`src/rtl/dma_chan_pkg.sv`:
```
package dma_chan_pkg;

  localparam int unsigned WORD_W  = 32;
  localparam int unsigned CNT_W   = 10;
  localparam int unsigned SEL_W   = 3;
  localparam int unsigned N_FLAGS = 3;

  localparam logic [SEL_W-1:0] SEL_CTRL  = 3'd0;
  localparam logic [SEL_W-1:0] SEL_CFG   = 3'd1;
  localparam logic [SEL_W-1:0] SEL_BASE  = 3'd2;
  localparam logic [SEL_W-1:0] SEL_ABORT = 3'd3;
  localparam logic [SEL_W-1:0] SEL_FLAGS = 3'd4;

  typedef struct packed {
    logic [5:0]       rsv_hi;
    logic [CNT_W-1:0] count;
    logic [1:0]       dst_inc;
    logic [1:0]       src_inc;
    logic [1:0]       rsv_mid;
    logic [1:0]       width;
    logic [1:0]       rsv_lo;
    logic             int_b;
    logic             int_a;
    logic             clr_trig;
    logic             sw_trig;
    logic             reload;
    logic             valid;
  } xfer_cfg_t;

  typedef enum logic [2:0] {
    ST_IDLE, ST_FETCH, ST_NEXT, ST_RD, ST_WR
  } chan_state_e;

  function automatic logic [WORD_W-1:0] width_mask(input logic [1:0] w);
    case (w)
      2'd0:    width_mask = 32'h0000_00FF;
      2'd1:    width_mask = 32'h0000_FFFF;
      default: width_mask = 32'hFFFF_FFFF;
    endcase
  endfunction

endpackage

```
`src/rtl/dma_chan_side.sv`:
```
module dma_chan_side
  import dma_chan_pkg::*;
#(
  parameter int unsigned ADDR_W = 32
) (
  input  logic [1:0]        width_i,
  input  logic [1:0]        inc_i,
  input  logic [CNT_W-1:0]  count_i,
  output logic [ADDR_W-1:0] stride_o,
  output logic [ADDR_W-1:0] offset_o
);
  // log2(inc elements) + log2(element bytes)
  logic [2:0] shift;

  always_comb begin
    shift = {1'b0, width_i} + {1'b0, inc_i} - 3'd1;
    if (inc_i == 2'd0) begin
      stride_o = '0;
      offset_o = '0;
    end else begin
      stride_o = ADDR_W'(1) << shift;
      offset_o = ADDR_W'(count_i) << shift;
    end
  end
endmodule

```
`src/rtl/dma_chan_flags.sv`:
```
module dma_chan_flags
  import dma_chan_pkg::*;
(
  input  logic               clk_i,
  input  logic               rst_ni,
  input  logic [N_FLAGS-1:0] set_i,
  input  logic [N_FLAGS-1:0] clr_i,
  output logic [N_FLAGS-1:0] flags_o
);
  for (genvar g = 0; g < N_FLAGS; g++) begin : g_flag
    always_ff @(posedge clk_i or negedge rst_ni) begin
      if (!rst_ni)        flags_o[g] <= 1'b0;
      else if (set_i[g])  flags_o[g] <= 1'b1;
      else if (clr_i[g])  flags_o[g] <= 1'b0;
    end
  end
endmodule

```
`src/rtl/dma_chan_engine.sv`:
```
module dma_chan_engine
  import dma_chan_pkg::*;
#(
  parameter int unsigned ADDR_W = 32
) (
  input  logic              clk_i,
  input  logic              rst_ni,
  input  logic              reg_wr_i,
  input  logic [2:0]        reg_sel_i,
  input  logic [31:0]       reg_wdata_i,
  input  logic              periph_req_i,
  output logic              mem_req_o,
  output logic              mem_we_o,
  output logic [ADDR_W-1:0] mem_addr_o,
  output logic [1:0]        mem_size_o,
  output logic [31:0]       mem_wdata_o,
  input  logic              mem_gnt_i,
  input  logic [31:0]       mem_rdata_i,
  input  logic              mem_err_i,
  output logic              active_o,
  output logic              busy_o,
  output logic [31:0]       cfg_o,
  output logic              int_a_o,
  output logic              int_b_o,
  output logic              err_o,
  output logic              wr_busy_o
);
  localparam logic [ADDR_W-1:0] ALIGN_MASK = ~ADDR_W'(15);

  chan_state_e       state_q;
  xfer_cfg_t         cfg_q, wcfg;
  logic              en_q, wr_busy_q;
  logic [ADDR_W-1:0] base_q, desc_q, link_q, src_q, dst_q;
  logic [1:0]        fidx_q;
  logic [31:0]       data_q;
  logic [ADDR_W-1:0] rd_word;

  logic [1:0]        side_inc  [2];
  logic [ADDR_W-1:0] side_strd [2];
  logic [ADDR_W-1:0] side_off  [2];

  logic cfg_wr, start, abort_ok, accept, last_elem, periph_side, elem_done;
  logic [N_FLAGS-1:0] flag_set, flag_clr, flags;

  assign side_inc[0] = cfg_q.src_inc;
  assign side_inc[1] = cfg_q.dst_inc;

  for (genvar g = 0; g < 2; g++) begin : g_side
    dma_chan_side #(.ADDR_W(ADDR_W)) i_side (
      .width_i  (cfg_q.width),
      .inc_i    (side_inc[g]),
      .count_i  (cfg_q.count),
      .stride_o (side_strd[g]),
      .offset_o (side_off[g])
    );
  end

  assign wcfg        = xfer_cfg_t'(reg_wdata_i);
  assign rd_word     = mem_rdata_i[ADDR_W-1:0];
  assign active_o    = (state_q != ST_IDLE);
  assign mem_req_o   = (state_q == ST_FETCH) || (state_q == ST_RD) || (state_q == ST_WR);
  assign busy_o      = mem_req_o;
  assign mem_we_o    = (state_q == ST_WR);
  assign mem_size_o  = (state_q == ST_FETCH) ? 2'd2 : cfg_q.width;
  assign mem_wdata_o = data_q;
  assign cfg_o       = cfg_q;
  assign wr_busy_o   = wr_busy_q;

  always_comb begin
    case (state_q)
      ST_FETCH: mem_addr_o = desc_q + ADDR_W'({fidx_q, 2'b00});
      ST_WR:    mem_addr_o = dst_q;
      default:  mem_addr_o = src_q;
    endcase
  end

  assign cfg_wr      = reg_wr_i && (reg_sel_i == SEL_CFG);
  assign start       = cfg_wr && !active_o && wcfg.valid && wcfg.sw_trig;
  assign abort_ok    = reg_wr_i && (reg_sel_i == SEL_ABORT) && reg_wdata_i[0] && !en_q && !busy_o;
  assign accept      = mem_req_o && mem_gnt_i;
  assign last_elem   = (cfg_q.count == '0);
  assign periph_side = (cfg_q.src_inc == 2'd0) || (cfg_q.dst_inc == 2'd0);
  assign elem_done   = accept && !mem_err_i && (state_q == ST_WR) && last_elem;

  assign flag_set = {accept && mem_err_i, elem_done && cfg_q.int_b, elem_done && cfg_q.int_a};
  assign flag_clr = (reg_wr_i && reg_sel_i == SEL_FLAGS) ? reg_wdata_i[N_FLAGS-1:0] : '0;

  dma_chan_flags i_flags (
    .clk_i   (clk_i),
    .rst_ni  (rst_ni),
    .set_i   (flag_set),
    .clr_i   (flag_clr),
    .flags_o (flags)
  );
  assign int_a_o = flags[0];
  assign int_b_o = flags[1];
  assign err_o   = flags[2];

  always_ff @(posedge clk_i or negedge rst_ni) begin
    if (!rst_ni) begin
      state_q   <= ST_IDLE;
      cfg_q     <= '0;
      en_q      <= 1'b0;
      wr_busy_q <= 1'b0;
      base_q    <= '0;
      desc_q    <= '0;
      link_q    <= '0;
      src_q     <= '0;
      dst_q     <= '0;
      fidx_q    <= '0;
      data_q    <= '0;
    end else begin
      wr_busy_q <= cfg_wr && active_o;
      if (reg_wr_i && reg_sel_i == SEL_CTRL) en_q   <= reg_wdata_i[0];
      if (reg_wr_i && reg_sel_i == SEL_BASE) base_q <= reg_wdata_i[ADDR_W-1:0] & ALIGN_MASK;
      if (cfg_wr && !active_o) cfg_q <= wcfg;

      unique case (state_q)
        ST_IDLE: begin
          if (start) begin
            desc_q  <= base_q;
            fidx_q  <= 2'd1;
            state_q <= ST_FETCH;
          end
        end
        ST_FETCH: begin
          if (accept) begin
            if (mem_err_i) state_q <= ST_IDLE;
            else begin
              case (fidx_q)
                2'd0:    cfg_q  <= xfer_cfg_t'(mem_rdata_i);
                2'd1:    src_q  <= rd_word - side_off[0];
                2'd2:    dst_q  <= rd_word - side_off[1];
                default: link_q <= rd_word & ALIGN_MASK;
              endcase
              fidx_q <= fidx_q + 2'd1;
              if (fidx_q == 2'd3) state_q <= ST_NEXT;
            end
          end
        end
        ST_NEXT: begin
          if (abort_ok) state_q <= ST_IDLE;
          else if (en_q && (!periph_side || periph_req_i)) state_q <= ST_RD;
        end
        ST_RD: begin
          if (accept) begin
            if (mem_err_i) state_q <= ST_IDLE;
            else begin
              data_q  <= mem_rdata_i & width_mask(cfg_q.width);
              state_q <= ST_WR;
            end
          end
        end
        ST_WR: begin
          if (accept) begin
            if (mem_err_i) state_q <= ST_IDLE;
            else begin
              cfg_q.count <= cfg_q.count - 1'b1;  // wraps to all ones after the last element
              src_q       <= src_q + side_strd[0];
              dst_q       <= dst_q + side_strd[1];
              if (!last_elem)        state_q <= ST_NEXT;
              else if (cfg_q.reload) begin
                desc_q  <= link_q;
                fidx_q  <= 2'd0;
                state_q <= ST_FETCH;
              end else               state_q <= ST_IDLE;
            end
          end
        end
        default: state_q <= ST_IDLE;
      endcase
    end
  end
endmodule

```
`config.mk`:
```
export PLATFORM = sky130hd
export DESIGN_NAME = dma_chan_engine
export DESIGN_NICKNAME = d
export VERILOG_FILES = /design/src/rtl/dma_chan_pkg.sv /design/src/rtl/dma_chan_side.sv /design/src/rtl/dma_chan_flags.sv /design/src/rtl/dma_chan_engine.sv
export SDC_FILE = /design/constraint.sdc
export NUM_CORES = 1
export LEC_CHECK = 0
export ABC_AREA = 1
export BUFFER_PORTS_ARGS = -buffer_cell sky130_fd_sc_hd__buf_2
export CAP_MARGIN = 20
export CORE_MARGIN = 2
export CORE_UTILIZATION = 60
export CTS_CLUSTER_DIAMETER = 80
export DETAILED_ROUTE_END_ITERATION = 6
export PLACE_DENSITY = 0.79
export RECOVER_POWER = 100
export SLEW_MARGIN = 10
export SYNTH_ARGS = -nofsm -noshare
export SYNTH_HDL_FRONTEND = slang
export SYNTH_SLANG_ARGS = --single-unit
```
`constraint.sdc`:
```
create_clock -name clk_i -period 6.5 [get_ports clk_i]
set_input_delay 1.95 -clock clk_i [delete_from_list [all_inputs] [get_ports clk_i]]
set_output_delay 1.95 -clock clk_i [all_outputs]
set_load 0.005 [all_outputs]
```
### Word-level counts from Yosys, hierarchy flattened

Index checks and enable logic that the tools add are counted.

| word-level totals | value |
|---|---|
| register bits | 226 |
| output and inout bits | 106 |

| operators by class | value |
|---|---|
| add/sub/neg operators | 11 |
| eq/ne operators | 24 |
| shift-type cells | 4 |
| multiplexer cells | 65 |
| bitwise gates (word level) | 3 |
| reduce and logical (&&, ||, !) cells | 51 |

Operators by type and width:

| cell | number |
|---|---|
| $mux 32 | 26 |
| $pmux 32 s2 | 5 |
| $add 32x32->32 | 2 |
| $shl 1x3->32 const A | 2 |
| $shl 10x3->32 | 2 |
| $sub 32x32->32 | 2 |
| $mux 3 | 12 |
| $add 32x4->32 | 1 |
| $and 32x32->32 | 1 |
| $reduce_and 6->1 | 4 |
| $logic_and 1x1->1 | 20 |
| $mux 10 | 2 |
| $pmux 10 s2 | 1 |
| $mux 16 | 1 |
| $mux 2 | 8 |
| $pmux 3 s5 | 1 |
| $eq 3x2->1 const B | 4 |
| $logic_not 10->1 | 1 |
| $ne 2x1->1 const B | 5 |
| $ne 2x2->1 const B | 5 |
| $reduce_bool 2->1 | 5 |
| $sub 10x1->10 const B | 1 |
| $logic_not 2->1 | 4 |
| $reduce_and 8->1 | 1 |
| other kinds (20) | 42 |

### Logic depth before layout (Yosys ltp)

Gate-level depths: netlist of run 1.

| depth | value |
|---|---|
| word-level depth | 9 |
| gate-level depth with buffers | 28 |

### By module

A second synthesis of run 1 with hierarchy kept.

| unflattened totals | value |
|---|---|
| cells, all modules | 3771 |
| area, all modules | 22343.9 sq um |

By module, submodules not included:

| module | times used | cells each | area each (sq um) |
|---|---|---|---|
| dma_chan_engine | 1 | 3393 | 20283.2 |
| dma_chan_side at g_side[0].i_side | 1 | 184 | 1028.5 |
| dma_chan_side at g_side[1].i_side | 1 | 179 | 912.1 |
| dma_chan_flags | 1 | 15 | 120.1 |

### Worst setup path after synthesis of run 1

OpenSTA, ideal clock, no wires.

| timing | value |
|---|---|
| kind | register -> register |
| start | register cfg_q, in the netlist cfg_o[9] |
| end | register src_q[26] |
| library setup time | 0.116 ns |
| arrival time | 3.852 ns |
| data required time | 6.384 ns |
| setup slack | 2.532 ns |
| cell stages (with the launch flop) | 26 |
| buffers on the path | 2 |
| period minus slack after synthesis | 3.968 ns |
| cells stage by stage | dfrtp_1 -> inv_1 -> clkbuf_1 -> buf_1 -> ha_1 -> inv_1 -> ha_1 -> xor2_1 -> inv_1 -> nor2_2 -> inv_1 -> nor4_1 -> a21oi_1 -> ha_1 -> nand2_1 -> inv_1 -> a21oi_1 -> nand2_1 -> nand2_1 -> nand2_1 -> nand2_1 -> nand3_1 -> nand2_1 -> nand3_1 -> nand2_1 -> nand2_1 |

| between the ends | value |
|---|---|
| word-level cells in the longest chain between the ends | 9 |
| elaborated cells between the ends (all ways) | 14 |
| those cells by class | add/sub: 4; shift: 2; mux: 8 |

RTL lines:

| element | RTL line | text |
|---|---|---|
| from (decl) | dma_chan_engine.sv:31 | `xfer_cfg_t cfg_q, wcfg;` |
| from (signal assigned) | dma_chan_engine.sv:116 | `if (cfg_wr && !active_o) cfg_q <= wcfg;` |
| from (signal assigned) | dma_chan_engine.sv:131 | `2'd0: cfg_q <= xfer_cfg_t'(mem_rdata_i);` |
| $add 2x2->3 * | dma_chan_side.sv:16 | `shift = {1'b0, width_i} + {1'b0, inc_i} - 3'd1;` |
| $sub 3x1->3 * | dma_chan_side.sv:16 |  |
| $shl 10x3->32 | dma_chan_side.sv:22 | `offset_o = ADDR_W'(count_i) << shift;` |
| $mux 32 | dma_chan_side.sv:17 | `if (inc_i == 2'd0) begin` |
| $sub 32x32->32 | dma_chan_engine.sv:132 | `2'd1: src_q <= rd_word - side_off[0];` |
| $mux 32 | dma_chan_engine.sv:130 | `case (fidx_q)` |
| $mux 32 | dma_chan_engine.sv:128 | `if (mem_err_i) state_q <= ST_IDLE;` |
| $mux 32 | dma_chan_engine.sv:127 | `if (accept) begin` |
| $pmux 32 s2 * | dma_chan_engine.sv:118 | `unique case (state_q)` |
| to (signal assigned) | dma_chan_engine.sv:132 |  |
| to (signal assigned) | dma_chan_engine.sv:159 | `src_q <= src_q + side_strd[0];` |
| to (decl) | dma_chan_engine.sv:33 | `logic [ADDR_W-1:0] base_q, desc_q, link_q, src_q, dst_q;` |

Every way passes the cells marked *; elsewhere a longest branch is shown, timed or not. The select of a mux whose other input is x is not followed.
A chain may end at the register's enable or synchronous reset.

### Worst setup path in the final report of run 1

| timing | value |
|---|---|
| start | register state_q[1] |
| end | output port mem_addr_o[25] |

| between the ends | value |
|---|---|
| word-level cells in the longest chain between the ends | 2 |
| elaborated cells between the ends (all ways) | 3 |
| those cells by class | eq/ne: 2; mux: 1 |

RTL lines:

| element | RTL line | text |
|---|---|---|
| from (decl) | dma_chan_engine.sv:30 | `chan_state_e state_q;` |
| from (signal assigned) | dma_chan_engine.sv:101 | `state_q <= ST_IDLE;` |
| from (signal assigned) | dma_chan_engine.sv:123 | `state_q <= ST_FETCH;` |
| from (signal assigned) | dma_chan_engine.sv:128 |  |
| $eq 3x3->1 or $eq 3x1->1 (tied branches) | dma_chan_engine.sv:70 | `case (state_q)` |
| $pmux 32 s2 * | dma_chan_engine.sv:70 |  |
| to (decl) | dma_chan_engine.sv:14 | `output logic [ADDR_W-1:0] mem_addr_o,` |

Every way passes the cells marked *; elsewhere a longest branch is shown, timed or not.

==> results of run 1 <==
## power by group
group	total (mW)	internal [mW]	switching, mW	leakage [nW]
clock	1.43	0.813	0.613	0.400
sequential	2.56	1.97	0.593	2.81
combinational	6.85	2.12	4.73	6.41
## final cells by class
type | instances | area [µm²]
diodes | 1 | 2.502
fillers | 2529 | 9096
inverters | 324 | 1216
multi-input cells | 1901 | 9484
repair buffers | 191 | 905.9
well taps | 378 | 473.0
flip-flops and latches | 222 | 5555
clock inverters | 9 | 101.3
clock buffers | 36 | 718.2
## through the flow
step / hold WS [ps] / power (mW) / utilization, % / cells / setup slack [ps]
2_1_floorplan: 452.3 / 6.934 / - / 2533 / 2532
3_3_place_gp: 461.4 / 9.026 / 64.56 / 3014 / 2202
3_5_place_dp: 469.7 / 9.190 / 64.56 / 3014 / 2148
4_1_cts: 487.4 / 10.66 / 67.54 / 3059 / 1554
5_1_grt: 510.7 / 11.60 / 66.99 / 3062 / 744.2
6_report: 483.3 / 10.83 / 66.99 / 3062 / 825.1
## cells by family (layout without fill, tap and decap cells)
logic type	count (synthesis)	in the layout	synth area share, %
AOI/OAI and AO/OA	427	427	14.45
xor gates and xnor gates	23	23	1.208
other	0	1	0
muxes	44	44	2.730
adders and majority gates	70	70	5.430
and+or+nand+nor	1337	1337	33.27
DFF	222	222	33.30
buffers and inverters	410	560	9.615
## layout by cell type (no fill, tap or decap), types with 3 or more instances in the layout
cell type	netlist	layout
a221o_1	4	4
buf_4	6	8
nand3_1	208	208
xnor2_1	4	4
inv_2	12	9
nand2_1	827	828
a22oi_1	12	12
clkbuf_16	0	26
clkinv_2	0	5
xor2_1	19	19
nand4_1	23	23
mux2i_1	32	32
fa_1	4	4
a31oi_1	19	19
ha_1	66	66
o22ai_1	7	7
nor3_1	37	37
nor2_4	4	3
nor4_1	4	4
clkbuf_1	54	74
o21ai_0	209	234
inv_1	309	312
clkbuf_2	0	3
o31ai_1	17	17
and2_1	5	5
o211ai_1	14	14
nor2_1	198	205
o221ai_1	25	25
mux2_2	12	11
or2_2	9	9
a21oi_1	87	87
dfrtp_1	222	222
nor3b_1	3	3
clkbuf_8	0	3
clkinv_1	3	3
buf_2	16	111
nand3b_1	7	7
## worst paths after layout
kind / end
max: mem_addr_o[25]
min: base_q[30]
max reg2reg: cfg_o[22]
min reg2reg: base_q[30]
max in group asynchronous: base_q[8]
min in group asynchronous: dst_q[3]
## per-layer routing
metal | vias up | global-route usage (%) | wire, µm | part of all wire, %
met5 | - | 0 | 18 | 0.028
met4 | 4 | 22.59 | 3976 | 6.1
met3 | 253 | 8.952 | 8127 | 13
met2 | 1321 | 69.11 | 28130 | 43
met1 | 8592 | 59.57 | 24680 | 38
li1 | 8525 | - | - | -
## worst max-delay path: stages, from the launching register on
cell and delay (ps):
dfrtp_1 400, nor2_1 90, nand2_1 890, inv_1 240, nor2_4 530, inv_2 450
o221ai_1 360, clkbuf_1 160
## registers in the layout (all words and copies together) (netlist names)
name / count
mem_wdata_o: 32
link_q: 28
fidx_q: 2
wr_busy_o: 1
en_q: 1
dst_q: 32
base_q: 28
cfg_o: 32
desc_q: 28
i_flags.flags_o: 3
state_q: 3
src_q: 32
==> results.py, run 1 <==
metrics = {
    "final_layout": {
        "nets": 2809,
        "design_area_um2": 18460,
        "drive_above_1_share_pct": 7.380,
        "area_growth_syn_to_layout_pct": 10.64,
    },
    "detailed_routing": {
        "antenna_left": 0,
        "vias_per_cell": 6.105,
        "via_count": 18700,
        "drt-pass1-iter-count": 7,
        "drc": 2,
        "wl_per_cell_um": 21.21,
        "drt_wl_total_um": 64930,
        "drtIter0Drc": 2388,
    },
    "floorplanning": {
        "initial_core_util_pct": 60.55,
        "die_h_um": 170.7,
        "dieWidth_um": 170.7,
        "coreArea_um2": 27550,
        "rows": 61,
        "die-area_um2": 29150,
        "io_pins": 179,
    },
    "critical_path": {
        "startpoint": "state_q[1]",
        "cp.required_ps": 4550,
        "crit_arrival_ps": 3720,
        "rr_worst_depth": 11,
        "crit-reg2reg-launch": "state_q[1]",
        "r2r_slack_ps": 1000,
        "crit_path_start_kind": "flop",
        "worstSetupEndpointType": "output port",
        "worstPathMaxFanout": 31,
        "critPathKind": "flop to output port",
    },
    "grt": {
        "grt_usage_pct": 44.63,
        "grt-ovfl-total": 0,
        "grt_max_degree": 121,
        "grt_pass1_vias": 17150,
        "antenna_found_initial": 3,
        "grt_pass1_wl_um": 98070,
    },
    "yosys": {
        "synth_common_cells": "nand2_1 (827), inv_1 (309), dfrtp_1 (222)",
        "synth_area_um2": 16680,
        "netlist_instances": 2533,
        "synth-edff-count": 0,
        "synth_area_leaders": "dfrtp_1 (33%), nand2_1 (19%), inv_1 (7.0%), o21ai_0 (6.3%), nand3_1 (6.2%)",
        "synth.most_common_cell": "nand2_1",
        "syn_nets": 2676,
        "synth_cell_type_count": 46,
        "ys.flop_type": "dfrtp_1",
        "yosysWarnings": 0,
        "syn_area_per_cell_um2": 6.586,
        "synthArstFlopShare_pct": 100.0,
        "ys_ff_latch": 222,
        "ys_seq_area_share_pct": 33.30,
        "netlist.area_leader.share_pct": 33.30,
        "synth_largest_area_cell": "dfrtp_1",
    },
    "clock_tree": {
        "cts_tree": "done",
        "postCtsHoldBufs": 0,
        "cts_resized": 0,
        "cts_buffers": 26,
        "post_cts_buffers": 0,
        "worstSkewPairLatency_ps": 560,
        "clockRootBuffer": "clkbuf_16",
        "clock_path_buffers": 3,
        "h-tree-depth": 1,
        "numClockSinks": 222,
        "clkTransAtPathRegs_ps": 60,
    },
    "sta": {
        "totalNegativeSetupSlack_ps": 0,
        "rsz0062_at_grt": "false",
        "max_freq_ghz": 0.1762,
        "fin_worst_skew_ps": 17.38,
        "hold_violations": 0,
        "slew_viol_final": 360,
        "setup_violations": 0,
        "relSlewSlack_pct": -124.7,
        "worstMarginPinSlew_ps": 3370,
        "min_period_ps": 5675,
        "period_share_pct": 87.31,
    },
    "placed_design": {
        "place_congestion": 1.111,
        "hpwl_um": 49750,
        "placed_cell_area_um2": 17790,
        "port_buffers": 178,
    },
    "outcome": {
        "status": "complete, but fails checks",
        "violations": "DRC, capacitance limit, slew limit",
    },
    "power": {
        "power_density_nw_per_um2": 586.9,
        "vdd_drop_max_v": 0.0003298,
        "leakagePower_nw": 9.612,
    },
    "min_path": {
        "worstHoldStart": "base_q[30]",
        "holdPathStages": 2,
        "worstHoldPathType": "flop to flop",
    },
    "flow_run": {
        "cap_violations": 7,
    },
}
No activity file was read; power rests on OpenSTA's default activity.
==> run 2, diff against run 1 <==
Settings changed: CTS_BUF_LIST set to sky130_fd_sc_hd__clkbuf_4.
==> run 2 against run 1 <==
  * The flow finishes with violations (capacitance limit, slew limit)
  * Wire length fell by 0.30%
  * Utilization shrank 0.42 points
  * Non-clock buffer count unchanged
  * Clock power decreased by 16%
  * Worst hold slack improved by 1.7 ps
  * Setup slack worse by 69 ps
  * Cell count rose by 1.9%
  * Combinational power barely moved
  * Sequential share of layout area grew 0.19 points
  * Total power shrank 2.4%
  * Cell area decreased by 0.62%
  * Maximum frequency down 1.2%
  * Critical endpoint unchanged
  * Highest routed layer unchanged
==> results.py, run 2 (synthesis results as in run 1) <==
metrics = {
    "grt": {
        "grt_pass1_wl_um": 97750,
        "grt_max_degree": 121,
        "grt_usage_pct": 44.48,
        "grt-ovfl-total": 0,
        "met1_usage_pct": 59.46,
        "grt_pass1_vias": 17290,
        "top_usage_layer": "met2",
        "grt_use_met2_pct": 68.81,
        "antenna_found_initial": 3,
        "use_met3_pct": 8.397,
    },
    "sta": {
        "hold_violations": 0,
        "setup_violations": 0,
        "fin_worst_skew_ps": 36.50,
        "min_period_ps": 5744,
        "totalNegativeSetupSlack_ps": 0,
        "setup_ws_ps": 756.1,
        "relSlewSlack_pct": -124.4,
        "rsz0062_at_grt": "false",
        "slew_viol_final": 367,
        "max_freq_ghz": 0.1741,
        "period_share_pct": 88.37,
        "worstMarginPinSlew_ps": 3365,
    },
    "critical_path": {
        "cpMostUsedCell": "inv_2",
        "cp_num_cells": 7,
        "worstSetupEndpointType": "output port",
        "rr_worst_depth": 11,
        "slowest_delay_ps": 910,
        "critPathKind": "flop to output port",
        "cp.required_ps": 4550,
        "path_cells": "nor2_2 > nand2_1 > inv_2 > nor2_4 > inv_2 > o221ai_1 > clkbuf_1",
        "worstPathMaxFanout": 31,
        "crit_path_start_kind": "flop",
        "path_buf_inv": 3,
        "cp_slowest_cell": "nand2_1",
        "crit_arrival_ps": 3790,
        "crit_family": "simple AND/OR/NAND/NOR gates",
    },
    "clock_tree": {
        "numClockSinks": 222,
        "clock_path_buffers": 3,
        "cts_tree": "done",
        "h-tree-depth": 2,
        "clockRootBuffer": "clkbuf_4",
        "cts_resized": 0,
        "post_cts_buffers": 0,
        "cts_buffers": 58,
        "postCtsHoldBufs": 0,
        "clkTransAtPathRegs_ps": 70,
        "worstSkewPairLatency_ps": 740,
    },
    "detailed_routing": {
        "drc": 0,
        "drt-pass1-iter-count": 7,
        "vias_per_cell": 6.037,
        "drtIter0Drc": 2312,
        "via_count": 18840,
        "drt_wl_total_um": 64740,
        "antenna_left": 0,
        "wl_per_cell_um": 20.75,
    },
    "floorplanning": {
        "die-area_um2": 29150,
        "rows": 61,
        "die_h_um": 170.7,
        "coreArea_um2": 27550,
        "initial_core_util_pct": 60.55,
        "io_pins": 179,
        "dieWidth_um": 170.7,
    },
    "power": {
        "power_density_nw_per_um2": 576.4,
        "vdd_drop_max_v": 0.0003352,
        "leakagePower_nw": 9.618,
        "finalPower_mw": 10.57,
    },
    "placed_design": {
        "placed_cell_area_um2": 17790,
        "hpwl_um": 49750,
        "port_buffers": 178,
        "place_congestion": 1.111,
        "dpl_worst_slack_ps": 2148,
    },
    "final_layout": {
        "multi_input_comb_area_um2": 9487,
        "nets": 2841,
        "area_growth_syn_to_layout_pct": 9.945,
        "seq_area_um2": 5555,
        "drive_above_1_share_pct": 8.869,
        "final_util_pct": 66.57,
        "fill_cells": 2560,
        "layout_common_cells": "nand2_1 (828), inv_1 (313), o21ai_0 (235), dfrtp_1 (222), nand3_1 (208)",
        "design_area_um2": 18340,
        "final_common_cell": "nand2_1",
    },
    "outcome": {
        "status": "complete, but fails checks",
        "violations": "capacitance limit, slew limit",
    },
    "min_path": {
        "worstHoldPathType": "flop to flop",
        "holdPathStages": 2,
    },
    "flow_run": {
        "cap_violations": 7,
    },
}
[run 2: cell count changes in the layout (fill, tap and decap cells not counted), sizes merged]
| cell | previous run | this run |
|---|---|---|
| inv | 322 | 323 |
| clkbuf | 106 | 150 |
| buf | 121 | 120 |
| clkinv | 9 | 24 |
| bufinv | 1 | 0 |
| diode | 1 | 2 |
| clkinvlp | 1 | 0 |
[run 2: area by class of cell]
class,count,share of cell area [%]
inverter,324,6.631
multi-input combinational,1901,51.72
sequential,222,30.29
timing repair buffer,191,4.918
tap,378,2.579
clock inverter,23,0.6003
antenna,2,0.02729
clock buffer,79,3.234
[run 2: per-layer routing]
| layer | wire (µm) | part of all wire, % | vias up |
|---|---|---|---|
| met4 | 4143 | 6.4 | 2 |
| met1 | 24600 | 38 | 8624 |
| met2 | 27820 | 43 | 1327 |
| li1 | - | - | 8608 |
| met5 | 7 | 0.011 | - |
| met3 | 8165 | 13 | 274 |
[run 2: worst min-delay path, delay by kind of cell (launching register included)]
family | cells | cell delay [ps]
DFF | 1 | 340
and+or+nand+nor | 1 | 50
AOI/OAI and AO/OA | 1 | 60
[run 2: path summary, 6_finish.rpt]
| check | from | to | slack (ps) |
|---|---|---|---|
| setup / recovery | state_q[1] | mem_addr_o[25] | 760 |
| hold / removal | base_q[30] | base_q[30] | 480 |
| max in group asynchronous | rst_ni | desc_q[8] | 2220 |
| setup reg to reg | state_q[1] | dst_q[24] | 820 |
| hold reg to reg | base_q[30] | base_q[30] | 480 |
| min in group asynchronous | rst_ni | dst_q[3] | 2290 |
[run 2: where the power goes]
| group | switching, mW | internal, mW | leakage, nW |
|---|---|---|---|
| clock network | 0.633 | 0.568 | 0.413 |
| logic | 4.70 | 2.11 | 6.40 |
| registers | 0.589 | 1.97 | 2.81 |
[run 2: metrics by stage]
step / std cells / hold WS, ps
after floorplan: 2533 / 452.3
after global placement: 3014 / 461.4
after detailed placement: 3014 / 469.7
after CTS: 3116 / 490.0
after global routing: 3120 / 513.8
final: 3120 / 485.0
